==> src/rtl/spis_pkg.sv <==
package spis_pkg;
  localparam int ADDR_W = 2;
  localparam logic [ADDR_W-1:0] A_CTRL = 2'd0;
  localparam logic [ADDR_W-1:0] A_STAT = 2'd1;
  localparam logic [ADDR_W-1:0] A_DATA = 2'd2;

  localparam int CB_EN   = 0;
  localparam int CB_MSTR = 1;
  localparam int CB_MODF = 2;
  localparam int CB_EIE  = 3;

  localparam int SB_FAULT = 0;
  localparam int SB_TEND  = 1;
endpackage

==> src/rtl/spis_sync.sv <==
module spis_sync #(
  parameter int          W      = 3,
  parameter int          STAGES = 2,
  parameter logic [W-1:0] INIT  = '0
) (
  input  logic         clk,
  input  logic         rst,
  input  logic [W-1:0] d,
  output logic [W-1:0] q
);
  logic [W-1:0] stage [STAGES];

  genvar s;
  generate
    for (s = 0; s < STAGES; s++) begin : g_stage
      always_ff @(posedge clk) begin
        if (rst) stage[s] <= INIT;
        else if (s == 0) stage[s] <= d;
        else stage[s] <= stage[(s == 0) ? 0 : s-1];
      end
    end
  endgenerate

  assign q = stage[STAGES-1];
endmodule

==> src/rtl/spis_shifter.sv <==
module spis_shifter #(
  parameter int DATA_W = 8
) (
  input  logic              clk,
  input  logic              rst,
  input  logic              run,
  input  logic              sck_s,
  input  logic              mosi_s,
  input  logic              ss_n_s,
  input  logic [DATA_W-1:0] tx_byte,
  output logic              miso_bit,
  output logic              miso_oe,
  output logic [DATA_W-1:0] rx_byte,
  output logic              frame_done,
  output logic              busy,
  output logic              ss_negate
);
  localparam int CNT_W = (DATA_W > 1) ? $clog2(DATA_W) : 1;
  localparam logic [CNT_W-1:0] LAST = CNT_W'(DATA_W - 1);

  logic              sck_q, ss_q;
  logic [CNT_W-1:0]  bitcnt;
  logic [DATA_W-1:0] rx_sh, tx_sh;
  logic              rise, fall;

  assign rise      = sck_s & ~sck_q;
  assign fall      = ~sck_s & sck_q;
  assign ss_negate = ss_n_s & ~ss_q;
  assign busy      = (bitcnt != '0);
  assign miso_bit  = tx_sh[DATA_W-1];

  always_ff @(posedge clk) begin
    if (rst) begin
      sck_q      <= 1'b0;
      ss_q       <= 1'b1;
      bitcnt     <= '0;
      rx_sh      <= '0;
      tx_sh      <= '0;
      rx_byte    <= '0;
      frame_done <= 1'b0;
      miso_oe    <= 1'b0;
    end else begin
      sck_q      <= sck_s;
      ss_q       <= ss_n_s;
      frame_done <= 1'b0;
      miso_oe    <= run & ~ss_n_s;
      if (!run || ss_n_s) begin
        bitcnt <= '0;
        rx_sh  <= '0;
        tx_sh  <= tx_byte;
      end else begin
        if (rise) begin
          rx_sh <= {rx_sh[DATA_W-2:0], mosi_s};
          if (bitcnt == LAST) begin
            bitcnt     <= '0;
            rx_byte    <= {rx_sh[DATA_W-2:0], mosi_s};
            frame_done <= 1'b1;
          end else begin
            bitcnt <= bitcnt + 1'b1;
          end
        end
        if (fall) begin
          if (bitcnt == '0) tx_sh <= tx_byte;
          else              tx_sh <= {tx_sh[DATA_W-2:0], 1'b0};
        end
      end
    end
  end

  assert_done_pulse_R2: assert property (@(posedge clk) disable iff (rst)
    frame_done |=> !frame_done);
  assert_oe_when_run_R3: assert property (@(posedge clk) disable iff (rst)
    miso_oe |-> $past(run));
  assert_abort_clears_R10: assert property (@(posedge clk) disable iff (rst)
    !run |=> !busy);
endmodule

==> src/rtl/spis_regs.sv <==
module spis_regs
  import spis_pkg::*;
#(
  parameter int DATA_W = 8
) (
  input  logic              clk,
  input  logic              rst,
  input  logic              reg_wr,
  input  logic              reg_rd,
  input  logic [ADDR_W-1:0] reg_addr,
  input  logic [DATA_W-1:0] reg_wdata,
  output logic [DATA_W-1:0] reg_rdata,
  input  logic [DATA_W-1:0] rx_byte,
  input  logic              frame_done,
  input  logic              busy,
  input  logic              ss_negate,
  output logic              run,
  output logic [DATA_W-1:0] tx_byte,
  output logic              irq_err
);
  logic ctrl_en, ctrl_mstr, ctrl_modf, ctrl_eie;
  logic fault, tend, seen;
  logic fault_evt, wr_ctrl, wr_stat, wr_data, rd_stat;

  assign run       = ctrl_en & ~ctrl_mstr;
  assign fault_evt = run & ctrl_modf & busy & ss_negate;
  assign wr_ctrl   = reg_wr & (reg_addr == A_CTRL);
  assign wr_stat   = reg_wr & (reg_addr == A_STAT);
  assign wr_data   = reg_wr & (reg_addr == A_DATA);
  assign rd_stat   = reg_rd & (reg_addr == A_STAT);

  always_ff @(posedge clk) begin
    if (rst) begin
      ctrl_en   <= 1'b0;
      ctrl_mstr <= 1'b0;
      ctrl_modf <= 1'b0;
      ctrl_eie  <= 1'b0;
      fault     <= 1'b0;
      tend      <= 1'b0;
      seen      <= 1'b0;
      tx_byte   <= '0;
      irq_err   <= 1'b0;
      reg_rdata <= '0;
    end else begin
      if (wr_ctrl) begin
        ctrl_en   <= reg_wdata[CB_EN] & ~fault;
        ctrl_mstr <= reg_wdata[CB_MSTR];
        ctrl_modf <= reg_wdata[CB_MODF];
        ctrl_eie  <= reg_wdata[CB_EIE];
      end
      if (wr_data) tx_byte <= reg_wdata;
      if (rd_stat && fault) seen <= 1'b1;
      if (wr_stat) begin
        seen <= 1'b0;
        if (seen && !reg_wdata[SB_FAULT]) fault <= 1'b0;
        if (!reg_wdata[SB_TEND]) tend <= 1'b0;
      end
      if (frame_done) tend <= 1'b1;
      if (!ctrl_en) tend <= 1'b0;
      if (fault_evt) begin
        fault   <= 1'b1;
        ctrl_en <= 1'b0;
      end
      irq_err <= fault & ctrl_eie;
      if (reg_rd) begin
        reg_rdata <= '0;
        case (reg_addr)
          A_CTRL: begin
            reg_rdata[CB_EN]   <= ctrl_en;
            reg_rdata[CB_MSTR] <= ctrl_mstr;
            reg_rdata[CB_MODF] <= ctrl_modf;
            reg_rdata[CB_EIE]  <= ctrl_eie;
          end
          A_STAT: begin
            reg_rdata[SB_FAULT] <= fault;
            reg_rdata[SB_TEND]  <= tend;
          end
          A_DATA:  reg_rdata <= rx_byte;
          default: reg_rdata <= '0;
        endcase
      end
    end
  end

  assert_fault_sets_R5: assert property (@(posedge clk) disable iff (rst)
    fault_evt |=> (fault && !ctrl_en));
  assert_en_blocked_R7: assert property (@(posedge clk) disable iff (rst)
    fault |-> !ctrl_en);
  assert_clear_by_write_R8: assert property (@(posedge clk) disable iff (rst)
    $fell(fault) |-> $past(wr_stat));
  assert_irq_gated_R9: assert property (@(posedge clk) disable iff (rst)
    irq_err |-> $past(ctrl_eie));
endmodule

==> src/rtl/spi_slave_guard.sv <==
module spi_slave_guard
  import spis_pkg::*;
#(
  parameter int DATA_W      = 8,
  parameter int SYNC_STAGES = 2
) (
  input  logic              clk,
  input  logic              rst,
  input  logic              reg_wr,
  input  logic              reg_rd,
  input  logic [1:0]        reg_addr,
  input  logic [DATA_W-1:0] reg_wdata,
  output logic [DATA_W-1:0] reg_rdata,
  input  logic              spi_sck,
  input  logic              spi_mosi,
  input  logic              spi_ss_n,
  output logic              spi_miso,
  output logic              spi_miso_oe,
  output logic [DATA_W-1:0] rx_data,
  output logic              rx_valid,
  output logic              irq_err
);
  logic [2:0]        pins_s;
  logic              run, busy, ss_negate, miso_bit;
  logic [DATA_W-1:0] tx_byte;

  spis_sync #(.W(3), .STAGES(SYNC_STAGES), .INIT(3'b100)) u_sync (
    .clk (clk),
    .rst (rst),
    .d   ({spi_ss_n, spi_mosi, spi_sck}),
    .q   (pins_s)
  );

  spis_shifter #(.DATA_W(DATA_W)) u_shift (
    .clk        (clk),
    .rst        (rst),
    .run        (run),
    .sck_s      (pins_s[0]),
    .mosi_s     (pins_s[1]),
    .ss_n_s     (pins_s[2]),
    .tx_byte    (tx_byte),
    .miso_bit   (miso_bit),
    .miso_oe    (spi_miso_oe),
    .rx_byte    (rx_data),
    .frame_done (rx_valid),
    .busy       (busy),
    .ss_negate  (ss_negate)
  );

  spis_regs #(.DATA_W(DATA_W)) u_regs (
    .clk        (clk),
    .rst        (rst),
    .reg_wr     (reg_wr),
    .reg_rd     (reg_rd),
    .reg_addr   (reg_addr),
    .reg_wdata  (reg_wdata),
    .reg_rdata  (reg_rdata),
    .rx_byte    (rx_data),
    .frame_done (rx_valid),
    .busy       (busy),
    .ss_negate  (ss_negate),
    .run        (run),
    .tx_byte    (tx_byte),
    .irq_err    (irq_err)
  );

  assign spi_miso = miso_bit & spi_miso_oe;

  assert_float_on_fault_R5: assert property (@(posedge clk) disable iff (rst)
    (irq_err && !$past(run)) |-> !spi_miso_oe);
  assert_master_quiet_R11: assert property (@(posedge clk) disable iff (rst)
    !run |=> !rx_valid);
endmodule

==> config.mk <==
export PLATFORM = sky130hd
export DESIGN_NAME = spi_slave_guard
export DESIGN_NICKNAME = d
export VERILOG_FILES = /design/src/rtl/spis_pkg.sv /design/src/rtl/spis_sync.sv /design/src/rtl/spis_shifter.sv /design/src/rtl/spis_regs.sv /design/src/rtl/spi_slave_guard.sv
export SDC_FILE = /design/constraint.sdc
export NUM_CORES = 1
export LEC_CHECK = 0
export BUFFER_PORTS_ARGS = -buffer_cell sky130_fd_sc_hd__buf_2
export CORE_MARGIN = 1
export CORE_UTILIZATION = 40
export CTS_CLUSTER_DIAMETER = 50
export DETAILED_ROUTE_END_ITERATION = 8
export GPL_ROUTABILITY_DRIVEN = 0
export PLACE_DENSITY_LB_ADDON = 0.12
export SETUP_SLACK_MARGIN = 0.02
export SLEW_MARGIN = 20
export SYNTH_ARGS = -nofsm -noshare
export SYNTH_HDL_FRONTEND = slang
export SYNTH_SLANG_ARGS = --single-unit
==> constraint.sdc <==
create_clock -name clk -period 1.83 [get_ports clk]
set_input_delay 0.0915 -clock clk [delete_from_list [all_inputs] [get_ports clk]]
set_output_delay 0.0915 -clock clk [all_outputs]
set_load 0.01 [all_outputs]
# Word-level counts from Yosys, hierarchy flattened
# Memories as Yosys holds them, arrays and structs flattened.
# Cells that the tools add are included.
# Widths: inputs -> output; s select.
[op_classes]
n_shift = 0
add_sub_neg = 1
eq_ne = 4
mux = 19
n_div = 0
n_mul = 0
magnitude_cmp = 0
n_reduce_logical = 20
bitwise_logic = 26
[ops]
columns = ["op", "count"]
rows = [
  ["$mux 8", 3],
  ["$and 1x1->1", 15],
  ["$mux 1", 10],
  ["$mux 3", 3],
  ["$not 1->1", 9],
  ["$reduce_bool 2->1", 4],
  ["$reduce_or 2->1", 4],
  ["$pmux 2 s3", 1],
  ["$mux 4", 1],
  ["$pmux 2 s2", 1],
  ["$reduce_and 2->1", 2],
  ["$add 3x1->3 const B", 1],
  ["$eq 3x3->1 const B", 1],
  ["$logic_not 3->1", 1],
  ["$reduce_and 3->1", 1],
  ["$reduce_bool 3->1", 1],
  ["$reduce_or 3->1", 1],
  ["$eq 2x1->1 const B", 1],
  ["$eq 2x2->1 const B", 1],
  ["$logic_and 1x1->1", 2],
  ["$logic_not 1->1", 2],
  ["$logic_not 2->1", 1],
  ["$ne 2x1->1 const B", 1],
  ["$or 1x1->1", 2],
  ["$logic_or 1x1->1", 1],
]
[word_totals]
latchBits = 0
rom_bits = 0
ram_bits = 6
mem_count = 1
input_bits = 17
word_cells = 89
output_inout_bits = 20
register_bits = 54
[mem_list]
columns = ["name", "words", "width", "read_ports", "rd_clocked_by_memory_dff", "wr", "line", "rtl"]
rows = [
  ["u_sync.stage", 2, 3, 2, 0, 2, "spis_sync.sv:11", "logic [W-1:0] stage [STAGES];"],
]

# Depth between registers and ports, before layout
# Gate-level depths: netlist (run 1).
[logic_depth]
word_depth = 7
ltp_mapped = 6
mapped_depth_nobuf = 5

# Cells and area by module
# Synthesis (run 1) repeated with hierarchy kept, for this count alone.
[unflattened]
cells_unflattened = 259
area_unflattened_um2 = 2362.3
[modules_own_cells]
columns = ["module", "area_per_inst_um2", "cells_per_inst", "instances", "seq_area_each_um2"]
rows = [
  ["spis_shifter", 1192.4, 135, 1, 600.6],
  ["spis_regs", 1006.0, 111, 1, 480.5],
  ["spis_sync", 157.7, 12, 1, 120.1],
  ["spi_slave_guard", 6.3, 1, 1, 0.0],
]

# Worst setup path before layout (run 1)
# Ideal clock, no wire load.
[synth_path]
path_kind = "register -> register"
startpoint = "register u_shift.bitcnt[0]"
endpoint = "register u_regs.ctrl_en"
slack_ps = 445
t_arrival_ps = 1269
required_time_ps = 1714
period_less_slack_ps = 1385
setup_time_ps = 116
path_buffers = 0
path_stages_with_launch = 6
path_cell_list = "dfxtp_1 inv_1 ha_1 nor2b_1 or3_1 and3b_1"
[synth_via]
elab_chain_len = 4
[synth_lines]
columns = ["element", "line", "rtl"]
rows = [
  ["start: declaration", "spis_shifter.sv:22", "logic [CNT_W-1:0] bitcnt;"],
  ["start signal: assignment", "spis_shifter.sv:59", "bitcnt <= bitcnt + 1'b1;"],
  ["$reduce_bool 3->1", "spis_shifter.sv:29", "assign busy = (bitcnt != '0);"],
  ["$and 1x1->1 (2 in a row)", "spis_regs.sv:26", "assign fault_evt = run & ctrl_modf & busy & ss_negate;"],
  ["$reduce_or 2->1 (no source line)", "n/a", ""],
  ["end signal: assignment", "spis_regs.sv:46", "ctrl_en <= reg_wdata[CB_EN] & ~fault;"],
  ["end: declaration", "spis_regs.sv:21", "logic ctrl_en, ctrl_mstr, ctrl_modf, ctrl_eie;"],
]
# No other way between the ends.
# A chain may end at the register's enable or synchronous reset.

# Worst setup path after layout (run 1)
[layout_path]
startpoint = "register u_regs.ctrl_en"
endpoint = "register u_shift.tx_sh[2]"
[layout_via]
elab_chain_len = 4
word_cells_on_any_way = 5
cone_classes = "mux (1); bitwise (1); reduce/logical (3)"
[layout_lines]
columns = ["element", "line", "rtl"]
rows = [
  ["$and 1x1->1 *", "spis_regs.sv:25", "assign run = ctrl_en & ~ctrl_mstr;"],
  ["$logic_not 1->1 *", "spis_shifter.sv:47", "if (!run || ss_n_s) begin"],
  ["$logic_or 1x1->1 *", "spis_shifter.sv:47", ""],
  ["$mux 8 or $reduce_bool 2->1 (tied branches)", "n/a", ""],
  ["end signal: assignment", "spis_shifter.sv:50", "tx_sh <= tx_byte;"],
  ["end signal: assignment", "spis_shifter.sv:63", "if (bitcnt == '0) tx_sh <= tx_byte;"],
  ["end signal: assignment", "spis_shifter.sv:64", "else tx_sh <= {tx_sh[DATA_W-2:0], 1'b0};"],
  ["end: declaration", "spis_shifter.sv:23", "logic [DATA_W-1:0] rx_sh, tx_sh;"],
]
# Every way passes the cells marked *; elsewhere a longest branch is shown, timed or not.

==> results of run 1 <==
## power by group through the flow
stage	clock [mW]	combinational (mW)	sequential (mW)
CTS	1.16	0.134	1.35
global placement	0	0.123	1.37
finish	1.11	0.133	1.34
floorplan	0	0.0803	1.37
global route	1.21	0.147	1.35
detailed placement	0	0.124	1.37
## final timing paths
kind / endpoint / slack [ns] / cells past startpoint
min reg2reg: u_sync.stage[1][2]$_SDFF_PP1_ / 0.42 / 1
min: u_regs.tx_byte[2]$_SDFFE_PP0P_ / 0.02 / 3
max: u_shift.tx_sh[2]$_SDFFE_PP0P_ / 0.20 / 3
max reg2reg: u_shift.tx_sh[2]$_SDFFE_PP0P_ / 0.20 / 3
## through the flow
step	instances	total power, mW	setup slack (ns)
3_5_place_dp	371	1.50	0.220
4_1_cts	390	2.63	0.182
2_1_floorplan	273	1.45	0.445
6_report	390	2.59	0.204
5_1_grt	390	2.70	0.0807
3_3_place_gp	371	1.50	0.274
## state kept, by name, summed over array words and instances, names as in the netlist, 3 cells and up
register / cells
u_shift.rx_sh: 7
u_regs.reg_rdata: 8
u_sync.stage: 6
u_shift.rx_byte: 8
u_shift.bitcnt: 3
u_shift.tx_sh: 8
u_regs.tx_byte: 8
## layout by cell type, fill, tap and decap left out, drive strengths merged, types with 5 or more instances in the layout
master	count
clkbuf	10
dfxtp	60
nor3	8
dlygate4sd3	6
inv	5
a21oi	33
nand2	31
buf	44
mux2	5
nand2b	10
a311oi	9
nor2	11
nand3	27
nor2b	13
o21ai	18
mux2i	5
## layer usage
layer	global-route usage	vias up	wire length [um]	share of wire
met4	0.0536	0	24	0.0044
met3	0.0789	2	238	0.044
li1	-	1032	-	-
met2	0.286	51	2540	0.47
met1	0.237	927	2630	0.48
met5	0	-	0	0
## cell families (layout without fill, tap and decap cells)
family	count (synthesis)	count (layout)	synth area share
AND/OR/NAND/NOR	116	116	0.257
AO/OA/AOI/OAI	61	61	0.142
flip-flops	60	60	0.497
buffers and inverters	23	68	0.0450
multiplexers	10	10	0.0440
adder cells (fa/ha/maj)	3	3	0.0155
## layout make-up
type	count	area, um^2	area share
Inverter	5	18.8	0.00648
Tap cell	72	90.1	0.0311
Clock inverter	3	40.0	0.0138
Sequential cell	60	1200	0.415
Clock buffer	10	138	0.0475
Timing Repair Buffer	50	300	0.104
Multi-Input combinational cell	190	1110	0.382
## worst reg2reg max path, cell delays in order (launching register included)
cell and delay, ns:
dfxtp_1 0.42, or3b_2 0.69, o21ai_0 0.27, a311oi_1 0.12
## timing repair
item	4_1_cts	5_1_grt
setup endpoints to repair	0	1
resized for setup	0	1
hold buffers	6	0
hold endpoints to repair	7	0
==> impl_metrics.ini, run 1 <==
[setup_path]
cp.buffers_inverters = 0
crit_fanout = 24
cp_cell_sequence = or3b_2 -> o21ai_0 -> a311oi_1
critPathRequiredTime_ns = 2.02
startpoint = u_regs.ctrl_en$_SDFFE_PP0P_
cp_data_arrival_time_ns = 1.82
crit_family = simple AND/OR/NAND/NOR gates
crit_type = reg2reg
crit_path_end_kind = register
worst_setup_path_start_kind = register
critPathMaxStageDelay_ns = 0.69
worst_path_max_delay_cell = or3b_2
worstReg2RegStart = u_regs.ctrl_en$_SDFFE_PP0P_

[route]
routed_via_density = 5.16
wl_mm = 5.44
vias = 2012
drc = 0
wl_per_cell_um = 13.9
antenna_left = 0
dr.pass1.iters = 5
drtIter0Drc = 83

[sta]
fin_setup_tns_ns = 0
setup_violations = 0
whs_ns = 0.0185
finalMaxSlewViolations = 0
rsz0062_at_grt = no
max_freq_mhz = 615
min_period_ns = 1.63
finClkSkew_ns = 0.00689
hold_violations = 0
period_share = 0.888
slew_headroom = 0.668
tightest_slew_ns = 0.496

[placement]
placed_area_um2 = 2660
place_hpwl_mm = 3.66
port_buffers = 36

[power_and_ir_drop]
peakVddDrop_v = 0.000613
comb_power_share = 0.051
power.density_nw_per_um2 = 895
p_clk_frac = 0.430
switching_share = 0.217
p_sw_mw = 0.562
internal-power_mw = 2.03
leakagePower_nw = 1.09
seq_power_share = 0.519

[floorplanning]
num_rows = 27
ios = 37
start_util = 0.426
die_h_um = 79.7
die-area_um2 = 6360
die_x_um = 79.7
core_area_um2 = 5680

[flow_run]
max_cap_violations = 0

[synth]
synth_top_area_frac = 0.497
ys_warn_count = 0
syn_nets = 293
avgSynthCellArea_um2 = 8.85
synth.area.top_cells = dfxtp_1 50%, a21oi_1 6.8%, nand3_1 5.6%
yosysTopAreaCell = dfxtp_1
yosys-top-cells-count = 60 x dfxtp_1, 33 x a21oi_1, 31 x nand2_1
yosys_most_used_dff = dfxtp_1
syn-instance-count = 273
ys_seq_area_frac = 0.497
synth-async-reset-ratio = 0
mappedNetlistArea_um2 = 2420
synth_edf_count = 0
yosys.cell_types.count = 31
synth.most_common_cell = dfxtp_1
synth-seq-cells = 60

[layout]
antenna_cells = 0
nets = 336
fill_cells = 558
final_util = 0.510
finish.instance_area_um2 = 2900
drive_gt1_frac = 0.214
area_delta_synth_final_pct = 19.8

[clock_tree]
clock_latency_ns = 0.33
clock-sinks = 60
clk_pin_slew_ns = 0.07
cts-buffers-inserted = 9
cts_tree = built
htree_levels = 3
root_buffer = clkbuf_8
post_cts_buffers = 0
cts_buffer_depth = 2

[grt]
grt.overflow.total = 0
grt_pass1_vias = 1876
grt_pass1_wl_mm = 8.87
antenna_found_initial = 0
grt_max_degree = 33
gr-usage-all-layers = 0.186

[run_status]
outcome = completed

[worst_hold_path]
hold_class = in2reg
worstHoldStart = reg_wdata[2]
Power figures use the tool's default switching activity.
==> inputs of run 2 (changes only) <==
--- a/config.mk
+++ b/config.mk
@@ -7,7 +7,7 @@
 export LEC_CHECK = 0
 export BUFFER_PORTS_ARGS = -buffer_cell sky130_fd_sc_hd__buf_2
 export CORE_MARGIN = 1
-export CORE_UTILIZATION = 40
+export CORE_UTILIZATION = 54
 export CTS_CLUSTER_DIAMETER = 50
 export DETAILED_ROUTE_END_ITERATION = 8
 export GPL_ROUTABILITY_DRIVEN = 0
==> impl_metrics.ini, run 2 (synthesized netlist as in run 1, its figures left out) <==
[floorplanning]
core_area_um2 = 4140
ios = 37
start_util = 0.583
die_h_um = 68.9
die_x_um = 68.9
die-area_um2 = 4750
num_rows = 23

[clock_tree]
cts-buffers-inserted = 9
cts_resized = 0
htree_levels = 3
clk_pin_slew_ns = 0.07
clock_latency_ns = 0.33
root_buffer = clkbuf_8
clock-sinks = 60
cts_tree = built
cts_buffer_depth = 2
hold_buffers = 3
post_cts_buffers = 0

[layout]
final_cell_mix = 60 x dfxtp_1, 36 x buf_2, 33 x a21oi_1, 31 x nand2_1, 27 x nand3_1
drive_gt1_frac = 0.210
area_delta_synth_final_pct = 16.7
antenna_cells = 0
final_common_cell = dfxtp_1
nets = 329

[sta]
tightest_slew_ns = 0.671
slew_headroom = 0.553
hold_violations = 0
min_period_ns = 1.61
finClkSkew_ns = 0.00730
finalMaxSlewViolations = 0
period_share = 0.877
max_freq_mhz = 623
rsz0062_at_grt = no
setup_violations = 0
fin_setup_tns_ns = 0

[route]
antenna_left = 0
dr.pass1.iters = 4
routed_via_density = 5.54
drc = 0
wl_mm = 5.01
wl_per_cell_um = 13.8
drtIter0Drc = 135
vias = 2017

[power_and_ir_drop]
leakagePower_nw = 1.05
finalPower_mw = 2.52
power.density_nw_per_um2 = 893
peakVddDrop_v = 0.000871

[setup_path]
crit_path_end_kind = register
cp.buffers_inverters = 0
cp_cell_sequence = or3b_1 -> o21ai_0 -> a311oi_1
crit_fanout = 24
crit_type = reg2reg
crit_family = simple AND/OR/NAND/NOR gates
critPathMaxStageDelay_ns = 0.67
cp_data_arrival_time_ns = 1.81
worst_path_max_delay_cell = or3b_1
critPathRequiredTime_ns = 2.03
worst_setup_path_start_kind = register

[run_status]
outcome = completed

[worst_hold_path]
hold_class = in2reg

[grt]
gr-usage-all-layers = 0.232
antenna_found_initial = 0
grt_max_degree = 50
grt.overflow.total = 0
grt_pass1_vias = 1759
grt_pass1_wl_mm = 7.96

[flow_run]
max_cap_violations = 0

[placement]
place_hpwl_mm = 3.38
port_buffers = 36
run 2: where the power goes:
group / internal (mW) / switching [mW]
sequential: 1.33 / 0.0145
clock: 0.522 / 0.528
combinational: 0.0572 / 0.0699
total: 1.91 / 0.613
run 2: layer usage:
| layer | routed length, um | track usage | vias to the layer above |
|---|---|---|---|
| li1 | - | - | 1020 |
| met1 | 2430 | 0.301 | 945 |
| met2 | 2280 | 0.356 | 45 |
| met3 | 231 | 0.0641 | 7 |
| met4 | 71 | 0.105 | 0 |
| met5 | 0 | 0 | - |
run 2: layout make-up:
type	instances	area [um^2]
fill	353	1320
sequential	60	1200
multi-input combinational	190	1110
timing repair buffer	43	253
clock buffer	10	138
tap	50	62.6
clock inverter	6	40.0
inverter	5	18.8
run 2: tightest hold or removal path, stage by stage:
cell and delay (ns):
buf_2 0.09, nand3_1 0.06, a21oi_1 0.05
run 2: through the flow:
step                hold slack, ns  cell area (um^2)  cells  utilization  setup WS (ns)
floorplan                    0.195              2420    273            -          0.445
global placement             0.281              2610    345        0.630          0.316
detailed placement           0.282              2610    345        0.630          0.239
CTS                        0.00740              2820    364        0.681          0.235
global route                0.0125              2820    364        0.681          0.107
finish                      0.0117              2820    364        0.681          0.224
run 2: worst paths after layout:
kind / cells after the start / to / from / slack [ns]
max: 3 / u_shift.tx_sh[6]$_SDFFE_PP0P_ / u_regs.ctrl_en$_SDFFE_PP0P_ / 0.22
max reg2reg: 3 / u_shift.tx_sh[6]$_SDFFE_PP0P_ / u_regs.ctrl_en$_SDFFE_PP0P_ / 0.22
min: 3 / u_regs.tx_byte[4]$_SDFFE_PP0P_ / reg_wdata[4] / 0.01
min reg2reg: 1 / u_sync.stage[1][2]$_SDFF_PP1_ / u_sync.stage[0][2]$_SDFF_PP1_ / 0.42
